--- config.mk ---
export PLATFORM = sky130hd
export DESIGN_NAME = col_cmd_spacer
export DESIGN_NICKNAME = d
export VERILOG_FILES = /design/src/rtl/col_spacing_pkg.sv /design/src/rtl/spacing_timer.sv /design/src/rtl/issue_gate.sv /design/src/rtl/cmd_out_reg.sv /design/src/rtl/col_cmd_spacer.sv
export SDC_FILE = /design/constraint.sdc
export NUM_CORES = 1
export LEC_CHECK = 0
export CAP_MARGIN = 20
export CORE_UTILIZATION = 30
export CTS_CLUSTER_DIAMETER = 150
export CTS_CLUSTER_SIZE = 8
export DETAILED_ROUTE_END_ITERATION = 12
export DONT_BUFFER_PORTS = 1
export GPL_ROUTABILITY_DRIVEN = 0
export GPL_TIMING_DRIVEN = 0
export HOLD_SLACK_MARGIN = 0.08
export PLACE_DENSITY = 0.53
export SETUP_SLACK_MARGIN = 0.4
export SLEW_MARGIN = 20
export SYNTH_ARGS = -nofsm -noshare
export SYNTH_HDL_FRONTEND = slang
export SYNTH_HIERARCHICAL = 1
export SYNTH_SLANG_ARGS = --single-unit
export TNS_END_PERCENT = 30
--- constraint.sdc ---
create_clock -name clk -period 2.94 [get_ports clk]
set_input_delay 0.588 -clock clk [delete_from_list [all_inputs] [get_ports clk]]
set_output_delay 0.588 -clock clk [all_outputs]
set_load 0.02 [all_outputs]
--- src/rtl/col_spacing_pkg.sv ---
package col_spacing_pkg;

  localparam logic [1:0] BUS_DES = 2'd0;
  localparam logic [1:0] BUS_RD  = 2'd1;
  localparam logic [1:0] BUS_WR  = 2'd2;

  // Picoseconds to clocks, rounded up.
  function automatic int unsigned ps_to_clk(input int unsigned ps, input int unsigned tck_ps);
    return (ps + tck_ps - 1) / tck_ps;
  endfunction

  // Enforced limit: larger of the clock floor and the converted time.
  function automatic int unsigned limit_clk(input int unsigned nck, input int unsigned ps,
                                            input int unsigned tck_ps);
    int unsigned t;
    t = ps_to_clk(ps, tck_ps);
    return (t > nck) ? t : nck;
  endfunction

  function automatic int unsigned max3(input int unsigned a, input int unsigned b,
                                       input int unsigned c);
    int unsigned m;
    m = (a > b) ? a : b;
    return (m > c) ? m : c;
  endfunction

endpackage

--- src/rtl/spacing_timer.sv ---
module spacing_timer #(
  parameter int unsigned W    = 4,
  parameter int unsigned LOAD = 4
) (
  input  logic         clk,
  input  logic         rst_n,
  input  logic         load,
  output logic         zero,
  output logic [W-1:0] cnt
);
  // The issuing edge counts as the first clock of the gap.
  localparam int unsigned LD = (LOAD > 0) ? LOAD - 1 : 0;

  always_ff @(posedge clk) begin
    if (!rst_n)              cnt <= '0;
    else if (load)           cnt <= W'(LD);
    else if (cnt != '0)      cnt <= cnt - 1'b1;
  end

  assign zero = (cnt == '0);

  assert_no_overflow_R8: assert property (@(posedge clk) disable iff (!rst_n)
    cnt <= W'(LD));

endmodule

--- src/rtl/issue_gate.sv ---
module issue_gate #(
  parameter int unsigned NUM_BG = 4,
  parameter int unsigned BG_W   = 2
) (
  input  logic              glob_zero,
  input  logic [NUM_BG-1:0] bg_zero,
  input  logic [NUM_BG-1:0] wtr_zero,
  input  logic [BG_W-1:0]   bg,
  input  logic              is_wr,
  output logic              clear
);
  logic own_ok;
  logic turn_ok;

  always_comb begin
    own_ok  = bg_zero[bg];
    turn_ok = is_wr | wtr_zero[bg];   // turnaround guards reads only
    clear   = glob_zero & own_ok & turn_ok;
  end
endmodule

--- src/rtl/cmd_out_reg.sv ---
module cmd_out_reg
  import col_spacing_pkg::*;
#(
  parameter int unsigned BG_W   = 2,
  parameter int unsigned BANK_W = 2,
  parameter int unsigned COL_W  = 10
) (
  input  logic              clk,
  input  logic              rst_n,
  input  logic              fire,
  input  logic              is_wr,
  input  logic [BG_W-1:0]   bg,
  input  logic [BANK_W-1:0] bank,
  input  logic [COL_W-1:0]  col,
  output logic [1:0]        cmd_o,
  output logic [BG_W-1:0]   bg_o,
  output logic [BANK_W-1:0] bank_o,
  output logic [COL_W-1:0]  col_o
);
  always_ff @(posedge clk) begin
    if (!rst_n || !fire) begin
      cmd_o  <= BUS_DES;
      bg_o   <= '0;
      bank_o <= '0;
      col_o  <= '0;
    end else begin
      cmd_o  <= is_wr ? BUS_WR : BUS_RD;
      bg_o   <= bg;
      bank_o <= bank;
      col_o  <= col;
    end
  end

  assert_des_fields_R6: assert property (@(posedge clk) disable iff (!rst_n)
    (cmd_o == BUS_DES) |-> (bg_o == '0 && bank_o == '0 && col_o == '0));

  assert_legal_code_R6: assert property (@(posedge clk) disable iff (!rst_n)
    cmd_o != 2'd3);

endmodule

--- src/rtl/col_cmd_spacer.sv ---
module col_cmd_spacer
  import col_spacing_pkg::*;
#(
  parameter int unsigned NUM_BG          = 4,
  parameter int unsigned BANK_W          = 2,
  parameter int unsigned COL_W           = 10,
  parameter int unsigned TCK_PS          = 1250,
  parameter int unsigned CCD_S_NCK       = 4,
  parameter int unsigned CCD_S_PS        = 2500,
  parameter int unsigned CCD_L_NCK       = 5,
  parameter int unsigned CCD_L_PS        = 7500,
  parameter int unsigned WTR_NCK         = 4,
  parameter int unsigned WTR_PS          = 7500,
  parameter int unsigned WR_DATA_END_CLK = 8,
  localparam int unsigned BG_W           = (NUM_BG > 1) ? $clog2(NUM_BG) : 1
) (
  input  logic              clk,
  input  logic              rst_n,
  input  logic              in_valid,
  output logic              in_ready,
  input  logic              in_is_wr,
  input  logic [BG_W-1:0]   in_bg,
  input  logic [BANK_W-1:0] in_bank,
  input  logic [COL_W-1:0]  in_col,
  output logic [1:0]        cmd_o,
  output logic [BG_W-1:0]   cmd_bg_o,
  output logic [BANK_W-1:0] cmd_bank_o,
  output logic [COL_W-1:0]  cmd_col_o
);
  localparam int unsigned S_CLK   = limit_clk(CCD_S_NCK, CCD_S_PS, TCK_PS);
  localparam int unsigned L_CLK   = limit_clk(CCD_L_NCK, CCD_L_PS, TCK_PS);
  localparam int unsigned WTR_TOT = WR_DATA_END_CLK + limit_clk(WTR_NCK, WTR_PS, TCK_PS);
  localparam int unsigned T_MAX   = max3(S_CLK, L_CLK, WTR_TOT);
  localparam int unsigned TW      = $clog2(T_MAX + 1);
  localparam int unsigned GW      = $clog2(T_MAX + 2);

  // Named internal events.
  logic              fire;
  logic              glob_zero;
  logic [NUM_BG-1:0] bg_zero;
  logic [NUM_BG-1:0] wtr_zero;
  logic [TW-1:0]     glob_cnt;

  assign fire = in_valid & in_ready;

  spacing_timer #(.W(TW), .LOAD(S_CLK)) u_glob (
    .clk(clk), .rst_n(rst_n), .load(fire), .zero(glob_zero), .cnt(glob_cnt));

  for (genvar g = 0; g < NUM_BG; g++) begin : g_bg
    logic          hit;
    logic [TW-1:0] l_cnt;
    logic [TW-1:0] w_cnt;
    assign hit = fire && (in_bg == BG_W'(g));

    spacing_timer #(.W(TW), .LOAD(L_CLK)) u_long (
      .clk(clk), .rst_n(rst_n), .load(hit), .zero(bg_zero[g]), .cnt(l_cnt));

    spacing_timer #(.W(TW), .LOAD(WTR_TOT)) u_turn (
      .clk(clk), .rst_n(rst_n), .load(hit && in_is_wr), .zero(wtr_zero[g]), .cnt(w_cnt));
  end

  issue_gate #(.NUM_BG(NUM_BG), .BG_W(BG_W)) u_gate (
    .glob_zero(glob_zero), .bg_zero(bg_zero), .wtr_zero(wtr_zero),
    .bg(in_bg), .is_wr(in_is_wr), .clear(in_ready));

  cmd_out_reg #(.BG_W(BG_W), .BANK_W(BANK_W), .COL_W(COL_W)) u_out (
    .clk(clk), .rst_n(rst_n), .fire(fire), .is_wr(in_is_wr), .bg(in_bg),
    .bank(in_bank), .col(in_col), .cmd_o(cmd_o), .bg_o(cmd_bg_o),
    .bank_o(cmd_bank_o), .col_o(cmd_col_o));

  // Gap tracker kept only for the spacing assertions.
  logic [GW-1:0]   since;
  logic [BG_W-1:0] last_bg;
  logic            last_wr;
  logic            have_prev;

  always_ff @(posedge clk) begin
    if (!rst_n) begin
      since     <= '0;
      last_bg   <= '0;
      last_wr   <= 1'b0;
      have_prev <= 1'b0;
    end else if (fire) begin
      since     <= GW'(1);
      last_bg   <= in_bg;
      last_wr   <= in_is_wr;
      have_prev <= 1'b1;
    end else if (since != GW'(T_MAX + 1)) begin
      since <= since + 1'b1;
    end
  end

  assert_short_gap_R2: assert property (@(posedge clk) disable iff (!rst_n)
    (fire && have_prev && in_bg != last_bg) |-> (since >= GW'(S_CLK)));

  assert_long_gap_R3: assert property (@(posedge clk) disable iff (!rst_n)
    (fire && have_prev && in_bg == last_bg) |-> (since >= GW'(L_CLK)));

  assert_turnaround_R4: assert property (@(posedge clk) disable iff (!rst_n)
    (fire && have_prev && last_wr && !in_is_wr && in_bg == last_bg) |-> (since >= GW'(WTR_TOT)));

  assert_one_issue_R1: assert property (@(posedge clk) disable iff (!rst_n)
    fire |=> (cmd_o != BUS_DES && cmd_bg_o == $past(in_bg) && cmd_col_o == $past(in_col)));

  assert_hold_R1: assert property (@(posedge clk) disable iff (!rst_n)
    (in_valid && !in_ready) |=> (in_valid && $stable(in_bg) && $stable(in_is_wr) && $stable(in_col)));

  assert_first_free_R7: assert property (@(posedge clk) disable iff (!rst_n)
    !have_prev |-> in_ready);

endmodule

* Word level (Yosys, flattened, before mapping)
Index checks and enable logic that the tools add are counted.
** Storage, ports and cells
- Flip-flop bits (word level) :: 52
- Input bits :: 18
- Word-level logic and storage cells :: 111
** Cells by class
- Add/subtract/negate cells :: 9
- $lt $le $gt $ge :: 1
- Equality and inequality tests :: 3
- Mux-type cells :: 23
- Bitwise logic cells :: 5
- Reduce and logical (&&, ||, !) cells :: 48
** Operators with widths (count)
- zero test 4 bit :: 9
- nonzero test 4 bit :: 9
- subtractor 4 x 1 -> 4 bit, second input constant :: 9
- 2-to-1 mux 4 bit :: 8
- 2-to-1 mux 3 bit :: 8
- nonzero test 2 bit :: 9
- OR reduction 2 bit :: 9
- logical AND 1 bit :: 8
- 2-to-1 mux 2 bit :: 3
- binary-select mux 1 bit (select 2 bit) :: 2
- equality test 2 bit, second input constant :: 2
- bitwise AND 1 bit :: 3
- less-than comparator 2 x 3 -> 1 bit, second input constant :: 1
- equality test 2 x 1 -> 1 bit, second input constant :: 1
- zero test 1 bit :: 2
- zero test 2 bit :: 1
- 2-to-1 mux 1 bit :: 2
- logical OR 1 bit :: 1
- inverter 1 bit :: 1
- bitwise OR 1 bit :: 1

* Logic depth before layout (Yosys ltp)
- Depth after elaboration :: 9
- Mapped depth :: 9
- Depth with buffers taken out :: 9

* Modules after synthesis
The synthesis kept the hierarchy.
** Modules (own cells, without submodules)
- spacing_timer (g_bg[0].u_long ...) :: instances 4, cells an instance 23, area an instance 224.0 um^2, sequential area each 80.1 um^2
- spacing_timer (g_bg[0].u_turn ...) :: instances 4, cells an instance 21, area an instance 205.2 um^2, sequential area each 80.1 um^2
- cmd_out_reg :: instances 1, cells an instance 34, area an instance 449.2 um^2, sequential area each 320.3 um^2
- spacing_timer (u_glob) :: instances 1, cells an instance 20, area an instance 200.2 um^2, sequential area each 80.1 um^2
- col_cmd_spacer :: instances 1, cells an instance 14, area an instance 62.6 um^2, sequential area each 0.0 um^2
- issue_gate :: instances 1, cells an instance 3, area an instance 58.8 um^2, sequential area each 0.0 um^2

* Worst setup path before layout
Ideal clock, no wire load.
- Kind :: register to register
- From :: register g_bg[3].u_turn.cnt[0]
- To :: register u_out.bank_o[0]
- Setup time :: 0.116 ns
- Data arrival time :: 2.034 ns
- Slack :: 0.790 ns
- Cell stages (with the launch flop) :: 9
- Buffers on the path :: 1
- Period minus slack after synthesis :: 2.150 ns
- Cells stage by stage :: dfxtp_1 inv_1 ha_1 nor3b_4 mux4_2 o211a_1 and2_1 buf_4 and3_1
** Between the ends
- Longest elaborated chain between the ends :: 8
** Ends and longest elaborated chain
- from (decl) :: RTL line spacing_timer.sv:9 : output logic [W-1:0] cnt
- from (signal assigned) :: RTL line spacing_timer.sv:16 : else if (load) cnt <= W'(LD);
- from (signal assigned) :: RTL line spacing_timer.sv:17 : else if (cnt != '0) cnt <= cnt - 1'b1;
- zero test 4 bit :: RTL line spacing_timer.sv:20 : assign zero = (cnt == '0);
- net wtr_zero[3] :: RTL line col_cmd_spacer.sv:41 : logic [NUM_BG-1:0] wtr_zero;
- binary-select mux 1 bit (select 2 bit) :: RTL line issue_gate.sv:17 : turn_ok = is_wr | wtr_zero[bg];
- 2-to-1 mux 1 bit (not written as such) :: RTL line issue_gate.sv:17
- bitwise OR 1 bit :: RTL line issue_gate.sv:17
- bitwise AND 1 bit :: RTL line issue_gate.sv:18 : clear = glob_zero & own_ok & turn_ok;
- net in_ready :: RTL line col_cmd_spacer.sv:20 : output logic in_ready,
- bitwise AND 1 bit :: RTL line col_cmd_spacer.sv:44 : assign fire = in_valid & in_ready;
- net fire :: RTL line col_cmd_spacer.sv:38 : logic fire;
- zero test 1 bit :: RTL line cmd_out_reg.sv:21 : if (!rst_n || !fire) begin
- logical OR 1 bit :: RTL line cmd_out_reg.sv:21
- to (signal assigned) :: RTL line cmd_out_reg.sv:29 : bank_o <= bank;
- to (decl) :: RTL line cmd_out_reg.sv:17 : output logic [BANK_W-1:0] bank_o,
The timed path passes the listed nets, and every way through them passes these cells. The select of a mux whose other input is x is not followed.
A chain may end at the register's enable or synchronous reset.

* Worst setup path after layout
- From :: register g_bg[2].u_turn.cnt[0]
- To :: output in_ready
** Between the ends
- Longest elaborated chain between the ends :: 5
** Ends and longest elaborated chain (RTL line)
- from (decl) :: spacing_timer.sv:9
- from (signal assigned) :: spacing_timer.sv:16
- from (signal assigned) :: spacing_timer.sv:17
- zero test 4 bit :: spacing_timer.sv:20
- net wtr_zero[2] :: col_cmd_spacer.sv:41
- binary-select mux 1 bit (select 2 bit) :: issue_gate.sv:17
- 2-to-1 mux 1 bit (not written as such) :: issue_gate.sv:17
- bitwise OR 1 bit :: issue_gate.sv:17
- bitwise AND 1 bit :: issue_gate.sv:18
- to (decl) :: col_cmd_spacer.sv:20
The timed path passes the listed nets, and every way through them passes these cells. The select of a mux whose other input is x is not followed.

==> metrics.txt <==
status=complete, no violations; Iter 0 DRT Violations=86; pin count of the biggest net entering global routing=23; vias in the first global route=1,464; clock sinks=52; commonest non-fill, non-tap cells in the layout=dfxtp_1, inv_1, nor2_1, a21oi_1, nor3_1; Final min period=2.480 ns; Synth Cell Area=2487 um^2; WL final=4267 um; commonest non-fill, non-tap cell in the layout=dfxtp_1; via count=1,650; Synth warnings=6; Pre-antenna DRT Iters=4; VDD IR max=0.4487 mV; GR met1 Demand/Resource=13.64%; layout cell share with drive strength beyond 1=18.04%; drc violations=0; global route overflow=0; CTS tree=built; Unique masters post-synth=28; clk slew on worst S/H paths=roughly 0.10 ns; final setup TNS=0 ns; CTS max path bufs=2; CTS Buf Count=5; number of max-cap violations=0; first-pass GRT wire length=a little over 7000 um; Hold Buf Count CTS=0; IO Port Bufs=0; Hold WC Path Type=in -> reg; die height=93.06 um; Slew @ Worst Pin=0.3506 ns; f_max=~0.40 GHz; Mapped Nets=around 280; grt met3 use=approximately 3.7%; Max Transition Viols Final=0; crit path launch type=flop; post-route design area=2725 um^2; Finish-stage setup viols=0; Syn Area/Cell=around 10 um^2; Worst setup EP type=output port; grt peak-use layer=met2; static leakage=about 1.1 nW; I/O pin cnt=35; Die Area=8659 um^2; htree depth=2; crit share post-route=84.36%; area growth from synthesis to final layout=9.557%; cell row count=32; critical path arrival=1.89 ns; final net count=285; Hold Vio Cnt, Final=0; Worst Skew=0.01004 ns; Seq cells post-synth=52; post-CTS setup buffer count=0; initial core utilization=31.54%; # diodes=0; initial antenna violation count=0; crit-path max FO=4; PwrDens=1144 nW/um^2; Core Area=around 7900 um^2; dpl hpwl=3182 um; Rel. slew slack=76.54%; global-route usage over all layers=a little over a tenth; WP data required=2.35 ns; post-route ant nets=0; met2 usage=16.05%; Root Buffer=clkbuf_8; worst skew pair latency=0.31 ns; WL/cell=11.95 um; RSZ-0062 raised after global routing=no; crit path kind=reg -> out; Post-Place Cell Area=between 2000 and 3000 um^2; sequential area share after synthesis=41.85%; die extent in x=93.06 um; Mapped Cells=247; Final Util=between 30% and 40%; via-per-instance ratio=4.622
sequential cells by signal, summed over array words and instances (netlist names):
register         count
g_bg.u_long/cnt     16
u_glob/cnt           4
u_out/cmd_o          2
g_bg.u_turn/cnt     16
u_out/col_o         10
u_out/bank_o         2
u_out/bg_o           2
repair_timing:
action,4_1_cts,5_1_grt
resized for setup,1,7
cloned,0,0
endpoints found under the setup margin,1,5
per-stage QoR:
step	std cells	hold slack, ns	total power, mW	setup WS [ns]
after floorplan	247	0.4752	2.476	0.7903
after global placement	349	0.4945	2.679	0.5390
after detailed placement	349	0.4953	2.702	0.5210
after CTS	357	0.3876	3.137	0.4054
after global routing	357	0.3725	3.400	0.4000
final	357	0.3897	3.118	0.4597
per-layer routing:
layer / part of all wire (%) / up-vias
li1: - / 860
met1: 49 / 753
met2: 45 / 35
met3: 5.4 / 2
met4: 0.75 / 0
met5: 0 / -
power breakdown:
part / leakage, nW / switching (mW) / internal, mW
registers: 0.428 / 0.247 / 0.950
logic: 0.644 / 0.673 / 0.833
clock network: 0.0404 / 0.246 / 0.169
total: 1.11 / 1.17 / 1.95
cell usage after synthesis, drive strengths merged:
master    n  share of area [%]
o211a     1               0.40
ha       13                6.5
mux4      2                2.0
o21a      6                1.8
mux2i    10                4.0
nor2     19                2.9
and2      1               0.25
nor3b     9                6.8
a21oi    16                3.2
nor3     13                2.6
mux2      1               0.45
nand3     1               0.20
a2111oi   8                4.8
xnor2     9                3.2
inv      39                5.9
nand2b    6                1.5
buf       2               0.75
nand2     2               0.30
dfxtp    52                 42
a211o     4                1.6
a31oi     4                1.0
and3     15                4.0
nand3b    5                1.5
nor2b     8                2.0
and3b     1               0.40
worst max-delay path, cell delays in order (launching register included):
cell     delay [ns]
dfxtp_1        0.34
inv_1          0.07
ha_1           0.23
nor3b_4        0.18
mux4_2         0.48
o211a_4        0.29
cells by family (layout without fill, tap and decap cells):
family                   after synthesis  after routing  synth area share, %
AO/OA/AOI/OAI                         39             39                12.88
XOR/XNOR                               9              9                3.169
adder cells (fa/ha/maj)               13             13                6.539
AND/OR/NAND/NOR                       80             80                22.49
multiplexers                          13             13                6.439
flip-flops                            52             52                41.85
buffers and inverters                 41             49                6.640
final timing paths:
| kind | to | slack (ns) | from | depth (start not counted) |
|---|---|---|---|---|
| max | in_ready | 0.46 | g_bg[2].u_turn/cnt[0] | 5 |
| min | g_bg[0].u_long/cnt[0] | 0.39 | rst_n | 1 |
| max reg2reg | g_bg[2].u_long/cnt[1] | 0.61 | g_bg[2].u_turn/cnt[0] | 8 |
| min reg2reg | g_bg[1].u_turn/cnt[1] | 0.50 | g_bg[1].u_turn/cnt[1] | 2 |
area by class of cell:
cell class | instances | area, um^2
flip-flops and latches | 52 | 1046
multi-input cells | 154 | 1294
plain buffers | 2 | 18.77
clock inverters | 3 | 23.77
well taps | 102 | 127.6
clock buffers | 5 | 68.82
inverters | 39 | 146.4
fillers | 777 | 5162
Power figures use the tool's default switching activity.
